## config.mk

```make
export PLATFORM = sky130hd
export DESIGN_NAME = dma_chan_ctl
export DESIGN_NICKNAME = d
export VERILOG_FILES = /design/src/rtl/dma_chan_pkg.sv /design/src/rtl/dma_req_sync.sv /design/src/rtl/dma_ctrl_reg.sv /design/src/rtl/dma_chan_ctl.sv
export SDC_FILE = /design/constraint.sdc
export NUM_CORES = 1
export LEC_CHECK = 0
export ABC_AREA = 1
export CORE_MARGIN = 2
export CORE_UTILIZATION = 55
export CTS_CLUSTER_DIAMETER = 60
export DETAILED_ROUTE_END_ITERATION = 8
export DONT_BUFFER_PORTS = 1
export GPL_ROUTABILITY_DRIVEN = 1
export PLACE_DENSITY = 0.68
export SLEW_MARGIN = 20
export SYNTH_ARGS = -nofsm -noshare
export SYNTH_HDL_FRONTEND = slang
export SYNTH_SLANG_ARGS = --single-unit
```

## constraint.sdc

```tcl
create_clock -name clk -period 2.38 [get_ports clk]
set_input_delay 0.238 -clock clk [delete_from_list [all_inputs] [get_ports clk]]
set_output_delay 0.238 -clock clk [all_outputs]
set_load 0.01 [all_outputs]
```

## src/rtl/dma_chan_pkg.sv

```systemverilog
package dma_chan_pkg;

    typedef enum logic [1:0] {
        ST_IDLE  = 2'd0,
        ST_READ  = 2'd1,
        ST_WRITE = 2'd2
    } dma_state_e;

    localparam logic [3:0] SRC_EXT   = 4'b0000;
    localparam logic [3:0] SRC_TIMER = 4'b1011;
    localparam logic [3:0] SRC_AUTO  = 4'b1100;
    localparam logic [3:0] SRC_ADC   = 4'b1101;

    localparam logic [1:0] REG_CTRL = 2'd0;
    localparam logic [1:0] REG_SRC  = 2'd1;
    localparam logic [1:0] REG_DST  = 2'd2;
    localparam logic [1:0] REG_CNT  = 2'd3;

    typedef struct packed {
        logic [3:0] src;
        logic       ack_on_wr;
        logic       ack_low;
        logic       edge_det;
        logic       done;
        logic       irq_en;
        logic       burst;
        logic       word;
        logic       en;
    } ctrl_t;

endpackage

```

## src/rtl/dma_req_sync.sv

```systemverilog
module dma_req_sync #(
    parameter int STAGES = 2
) (
    input  logic clk,
    input  logic rst_n,
    input  logic pin_n,
    input  logic edge_mode,
    input  logic consume,
    output logic level_req,
    output logic edge_pend
);
    logic [STAGES-1:0] chain;
    logic              last;
    logic              fall;

    assign fall      = last & ~chain[STAGES-1];
    assign level_req = ~chain[STAGES-1];

    always_ff @(posedge clk or negedge rst_n) begin
        if (!rst_n) begin
            chain     <= '1;
            last      <= 1'b1;
            edge_pend <= 1'b0;
        end else begin
            chain     <= {chain[STAGES-2:0], pin_n};
            last      <= chain[STAGES-1];
            edge_pend <= edge_mode & (fall | (edge_pend & ~consume));
        end
    end

    // a pending edge can only appear while edge detection is selected
    p_pend_mode_r5: assert property (@(posedge clk) disable iff (!rst_n)
        $rose(edge_pend) |-> $past(edge_mode));

endmodule

```

## src/rtl/dma_ctrl_reg.sv

```systemverilog
module dma_ctrl_reg
    import dma_chan_pkg::*;
#(
    parameter bit EXT_CAPABLE = 1'b1
) (
    input  logic        clk,
    input  logic        rst_n,
    input  logic        wr_en,
    input  logic        rd_en,
    input  logic [11:0] wdata,
    input  logic        set_done,
    output ctrl_t       ctrl
);
    ctrl_t w;
    logic  armed;

    assign w = ctrl_t'(wdata);

    always_ff @(posedge clk or negedge rst_n) begin
        if (!rst_n) begin
            ctrl  <= '0;
            armed <= 1'b0;
        end else begin
            if (wr_en) begin
                if (w.src[3:1] != 3'b111) ctrl.src <= w.src;
                ctrl.ack_on_wr <= EXT_CAPABLE & w.ack_on_wr;
                ctrl.ack_low   <= EXT_CAPABLE & w.ack_low;
                ctrl.edge_det  <= EXT_CAPABLE & w.edge_det;
                ctrl.irq_en    <= w.irq_en;
                ctrl.burst     <= w.burst;
                ctrl.word      <= w.word;
                ctrl.en        <= w.en;
            end
            if (set_done)
                ctrl.done <= 1'b1;
            else if (wr_en && armed && !w.done)
                ctrl.done <= 1'b0;
            if (wr_en)
                armed <= 1'b0;
            else if (rd_en && ctrl.done)
                armed <= 1'b1;
        end
    end

    p_src_legal_r2: assert property (@(posedge clk) disable iff (!rst_n)
        ctrl.src[3:1] != 3'b111);

    p_done_clear_r8: assert property (@(posedge clk) disable iff (!rst_n)
        $fell(ctrl.done) |-> ($past(armed) && $past(wr_en)));

    p_nocap_bits_r7: assert property (@(posedge clk) disable iff (!rst_n)
        !EXT_CAPABLE |-> !(ctrl.ack_on_wr | ctrl.ack_low | ctrl.edge_det));

endmodule

```

## src/rtl/dma_chan_ctl.sv

```systemverilog
module dma_chan_ctl
    import dma_chan_pkg::*;
#(
    parameter int AW          = 16,
    parameter int CW          = 16,
    parameter int SYNC_STAGES = 2,
    parameter bit EXT_CAPABLE = 1'b1
) (
    input  logic          clk,
    input  logic          rst_n,
    input  logic [1:0]    reg_sel,
    input  logic          reg_wr,
    input  logic          reg_rd,
    input  logic [15:0]   reg_wdata,
    output logic [15:0]   reg_rdata,
    input  logic          ext_req_n,
    input  logic          timer_req,
    input  logic          adc_req,
    output logic          bus_req,
    output logic          bus_rd,
    output logic          bus_wr,
    output logic          bus_word,
    output logic [AW-1:0] bus_addr,
    output logic [15:0]   bus_wdata,
    input  logic [15:0]   bus_rdata,
    output logic          ack,
    output logic          irq
);
    localparam logic [AW-1:0] STEP_BYTE = AW'(1);
    localparam logic [AW-1:0] STEP_WORD = AW'(2);
    localparam logic [CW-1:0] CNT_ONE   = CW'(1);

    dma_state_e     state, state_nx;
    ctrl_t          ctrl;
    logic [AW-1:0]  src_q, dst_q, step;
    logic [CW-1:0]  cnt_q;
    logic [15:0]    data_q;
    logic           level_req, edge_pend;
    logic           ext_sel, runnable, req_hit, last_unit, start, set_done;

    assign ext_sel   = EXT_CAPABLE && (ctrl.src == SRC_EXT);
    assign runnable  = ctrl.en && !ctrl.done && (cnt_q != '0);
    assign last_unit = (cnt_q == CNT_ONE);
    assign step      = ctrl.word ? STEP_WORD : STEP_BYTE;
    assign start     = (state == ST_IDLE) && (state_nx == ST_READ);
    assign set_done  = (state == ST_WRITE) && last_unit;

    dma_req_sync #(.STAGES(SYNC_STAGES)) u_sync (
        .clk       (clk),
        .rst_n     (rst_n),
        .pin_n     (ext_req_n),
        .edge_mode (ext_sel && ctrl.edge_det),
        .consume   (start),
        .level_req (level_req),
        .edge_pend (edge_pend)
    );

    dma_ctrl_reg #(.EXT_CAPABLE(EXT_CAPABLE)) u_ctrl (
        .clk      (clk),
        .rst_n    (rst_n),
        .wr_en    (reg_wr && (reg_sel == REG_CTRL)),
        .rd_en    (reg_rd && (reg_sel == REG_CTRL)),
        .wdata    (reg_wdata[11:0]),
        .set_done (set_done),
        .ctrl     (ctrl)
    );

    always_comb begin
        case (ctrl.src)
            SRC_EXT:   req_hit = EXT_CAPABLE && (ctrl.edge_det ? edge_pend : level_req);
            SRC_TIMER: req_hit = timer_req;
            SRC_AUTO:  req_hit = 1'b1;
            SRC_ADC:   req_hit = adc_req;
            default:   req_hit = 1'b0;
        endcase
    end

    // state register
    always_ff @(posedge clk or negedge rst_n) begin
        if (!rst_n) state <= ST_IDLE;
        else        state <= state_nx;
    end

    always_comb begin
        state_nx = state;
        unique case (state)
            ST_IDLE:  if (runnable && req_hit) state_nx = ST_READ;
            ST_READ:  state_nx = ST_WRITE;
            ST_WRITE: begin
                if (!last_unit && ctrl.burst && ctrl.en) state_nx = ST_READ;
                else                                     state_nx = ST_IDLE;
            end
            default:  state_nx = ST_IDLE;
        endcase
    end

    // address, count and data holding registers
    always_ff @(posedge clk or negedge rst_n) begin
        if (!rst_n) begin
            src_q  <= '0;
            dst_q  <= '0;
            cnt_q  <= '0;
            data_q <= '0;
        end else begin
            if (state == ST_READ) data_q <= bus_rdata;
            if (state == ST_WRITE) begin
                src_q <= src_q + step;
                dst_q <= dst_q + step;
                cnt_q <= cnt_q - CNT_ONE;
            end else if (reg_wr) begin
                case (reg_sel)
                    REG_SRC: src_q <= AW'(reg_wdata);
                    REG_DST: dst_q <= AW'(reg_wdata);
                    REG_CNT: cnt_q <= CW'(reg_wdata);
                    default: ;
                endcase
            end
        end
    end

    // outputs
    always_comb begin
        bus_req   = (state != ST_IDLE);
        bus_rd    = (state == ST_READ);
        bus_wr    = (state == ST_WRITE);
        bus_word  = ctrl.word;
        bus_addr  = (state == ST_WRITE) ? dst_q : src_q;
        bus_wdata = data_q;
        ack       = ctrl.ack_low ^ (ext_sel &&
                    (ctrl.ack_on_wr ? (state == ST_WRITE) : (state == ST_READ)));
        irq       = ctrl.done && ctrl.irq_en;
        case (reg_sel)
            REG_CTRL: reg_rdata = {4'b0000, ctrl};
            REG_SRC:  reg_rdata = 16'(src_q);
            REG_DST:  reg_rdata = 16'(dst_q);
            default:  reg_rdata = 16'(cnt_q);
        endcase
    end

    p_rd_then_wr_r3: assert property (@(posedge clk) disable iff (!rst_n)
        bus_rd |=> bus_wr);

    p_count_dec_r3: assert property (@(posedge clk) disable iff (!rst_n)
        bus_wr |=> (cnt_q == $past(cnt_q) - CNT_ONE));

    p_steal_release_r4: assert property (@(posedge clk) disable iff (!rst_n)
        (bus_wr && !ctrl.burst) |=> !bus_req);

    p_ack_idle_r6: assert property (@(posedge clk) disable iff (!rst_n)
        !bus_req |-> (ack == ctrl.ack_low));

    p_nocap_ack_r7: assert property (@(posedge clk) disable iff (!rst_n)
        !EXT_CAPABLE |-> !ack);

    p_done_set_r8: assert property (@(posedge clk) disable iff (!rst_n)
        $rose(ctrl.done) |-> ($past(bus_wr) && $past(cnt_q) == CNT_ONE));

    p_start_gate_r10: assert property (@(posedge clk) disable iff (!rst_n)
        $rose(bus_req) |-> $past(ctrl.en && !ctrl.done));

endmodule

```

==> run_results.csv <==
group,metric,value,unit
run,maxCapViolations,0,
floorplan,dieArea,10100,sq um
place,port_buffers,0,
route,vias,5120,
clock_network,path_clk_slew,0.09,ns
final_layout,final_cell_area,5730,sq um
power_and_ir_drop,power.density,972,nW/um^2
route,totalWireLength,15400,microns
global_route,overflow,0,
floorplan,placementRows,35,
timing,fin_skew,0.00920,ns
clock_network,clock_path_buffers,2,
yosys,synth_seq_cells,83,
yosys,yosys_warnings,0,
yosys,syn_inst,725,
final_layout,final_cells,870,
final_layout,mostFrequentLayoutCell,"nand2_1",
place,placed_area,5250,sq um
global_route,antenna_found_initial,0,
critical_path,critPathMaxFanout,5,
timing,final_hold_viol_count,0,
min_path,hold_path_class,"input pin to register",
yosys,synth_flop_cell,"dfrtp_1",
yosys,yosys-top-cells-area,"dfrtp_1 39%, nand2_1 15%, o21ai_0 6.3%",
timing,slew_headroom,0.545,
yosys,synth.top_cell.area_share,0.390,
final_layout,multi_input_area,2590,sq um
clock_network,cts_setup_buffers,0,
yosys,synth_nets,775,
final_layout,final_cell_mix,"205 x nand2_1, 83 x inv_1, 80 x dfrtp_1, 76 x nor2_1, 65 x o21ai_0",
place,place_inst,827,
final_layout,seq_area,2080,sq um
timing,tightest_slew,0.680,ns
clock_network,htree_levels,3,
route,wl_per_cell,17.8,microns
clock_network,root_buffer,"clkbuf_8",
clock_network,clock_latency,0.37,ns
critical_path,required,2.64,ns
power_and_ir_drop,p_leak,2.75,nW
yosys,synth.distinct_cells,44,
timing,setup_viol,0,
route,drc,0,
final_layout,drive_gt1_frac,0.0777,
floorplan,die_x,101,microns
floorplan,die_y,101,microns
clock_network,clkSinkCount,83,
route,viasPerCell,5.89,
global_route,grt_max_degree,84,
timing,setup_tns,0,ns
yosys,avgSynthCellArea,7.08,sq um
critical_path,cp.arrival,2.38,ns
timing,finalCritPeriodShare,0.890,
yosys,ys_seq_area_frac,0.405,
status,outcome,"complete, no violations",
final_layout,syn_to_final_growth,11.6,%
timing,maxSlewViolCount,0,
yosys,synth_area,5130,sq um
floorplan,ioPinCount,95,
route,drt_iter0_drc,449,
critical_path,endpoint_kind,"register",
power_and_ir_drop,vdd_ir_drop_max,0.000461,V
place,dpl.hpwl,11200,microns
floorplan,start_util,0.561,
place,globalplace.congestion,0.933,
clock_network,tritoncts,"done",
yosys,ys_async_sr_fraction,1.00,
timing,max_freq,472,MHz
yosys,yosys.area.top_type,"dfrtp_1",
timing,rsz0062_at_grt,"false",
critical_path,cp-start-kind,"register",
final_layout,finalNetCount,804,
timing,fin_crit,2.12,ns
route,postRouteAntennaNets,0,
route,firstDrtPassIters,5,
global_route,grt_pass1_vias,4694,
global_route,grt_usage,0.312,
yosys,synth_edf_count,0,
floorplan,core_area,9150,sq um
final_layout,nFillCells,863,
critical_path,criticalPathCategory,"register to register",
global_route,grt_pass1_wl,24300,microns
final_layout,diodes,0,
clock_network,numCtsBuffers,9,
==> worst max-delay path: stages, from the launching register on <==
cell     delay [ns]
dfrtp_1        0.40
inv_2          0.12
ha_1           0.18
inv_1          0.05
fa_1           0.39
nor2_1         0.12
nand2_1        0.13
inv_1          0.13
nand2_1        0.10
nor2_2         0.14
a21oi_1        0.07
o21ai_0        0.09
nand2_1        0.08
==> cell families (layout without fill, tap and decap cells) <==
logic type | count (synthesis) | in the layout | synth area share
AND/OR/NAND/NOR | 348 | 348 | 0.282
XOR/XNOR | 5 | 5 | 0.00853
AO/OA/AOI/OAI | 166 | 166 | 0.188
flip-flops | 83 | 83 | 0.405
buffers and inverters | 114 | 148 | 0.0912
adder cells (fa/ha/maj) | 9 | 9 | 0.0249
==> repair_timing <==
| item | in CTS | in global routing |
|---|---|---|
| endpoints found under the hold margin | 108 | 0 |
| hold buffers | 27 | 0 |
| gates resized for setup | 0 | 2 |
| endpoints found under the setup margin | 0 | 3 |
==> synth_stat cells (2+ instances only) <==
master / instances
a21oi_1: 36
a221oi_1: 6
a22oi_1: 5
a31oi_1: 8
buf_2: 9
buf_6: 3
clkbuf_1: 8
dfrtp_1: 80
dfstp_2: 3
fa_1: 2
ha_1: 7
inv_1: 84
inv_2: 7
nand2_1: 205
nand2_2: 2
nand2_4: 3
nand3_1: 35
nand4_1: 9
nor2_1: 77
nor2_2: 3
nor3_1: 8
o211ai_1: 4
o211ai_2: 2
o21ai_0: 65
o21ai_1: 18
o221ai_1: 5
o22ai_1: 10
or2_2: 2
xnor2_1: 2
xor2_1: 3
==> power by group <==
group	total, mW	switching [mW]	internal (mW)	leakage, nW
clock network	1.01	0.541	0.466	0.0956
logic	2.06	1.36	0.699	1.66
registers	2.50	0.601	1.90	1.00
==> final timing paths <==
path	from	slack, ns	end	depth (start not counted)
max in group asynchronous	rst_n	1.56	u_sync.chain[1]$_DFF_PN1_	2
setup reg to reg	u_ctrl.ctrl[1]$_DFFE_PN0P_	0.26	src_q[10]$_DFFE_PN0P_	12
hold / removal	reg_wdata[0]	0.05	u_ctrl.ctrl[0]$_DFFE_PN0P_	2
hold reg to reg	u_sync.chain[0]$_DFF_PN1_	0.36	u_sync.chain[1]$_DFF_PN1_	0
setup / recovery	u_ctrl.ctrl[1]$_DFFE_PN0P_	0.26	src_q[10]$_DFFE_PN0P_	12
min in group asynchronous	rst_n	0.41	src_q[1]$_DFFE_PN0P_	2
==> stage by stage <==
stage                     worst slack (ns)  hold WS (ns)  total power, mW   util
after floorplan                      0.319       -0.0576             3.86      -
after global placement               0.268       -0.0556             4.39  0.574
after detailed placement             0.182       -0.0551             4.47  0.574
after CTS                            0.155        0.0226             5.55  0.626
after global routing                0.0306        0.0297             5.97  0.626
final                                0.261        0.0459             5.57  0.626
==> flip-flops by register name, indices dropped and copies added, names as in the netlist <==
register	count
u_sync.last	1
state	2
u_sync.chain	2
u_sync.edge_pend	1
bus_wdata	16
u_ctrl.ctrl	12
src_q	16
dst_q	16
u_ctrl.armed	1
cnt_q	16
==> routing by layer <==
| metal | part of all wire | track usage | vias up |
|---|---|---|---|
| met5 | 0 | 0 | - |
| met4 | 0.010 | 0.0685 | 0 |
| met3 | 0.084 | 0.0763 | 13 |
| met2 | 0.47 | 0.491 | 209 |
| met1 | 0.44 | 0.439 | 2460 |
| li1 | - | - | 2438 |
==> layout make-up <==
cell class | count | area share
multi-input combinational | 528 | 0.452
sequential | 83 | 0.363
timing repair buffer | 40 | 0.0672
inverter | 92 | 0.0607
clock buffer | 13 | 0.0295
tap | 111 | 0.0242
clock inverter | 3 | 0.00371
Power figures use the tool's default switching activity.
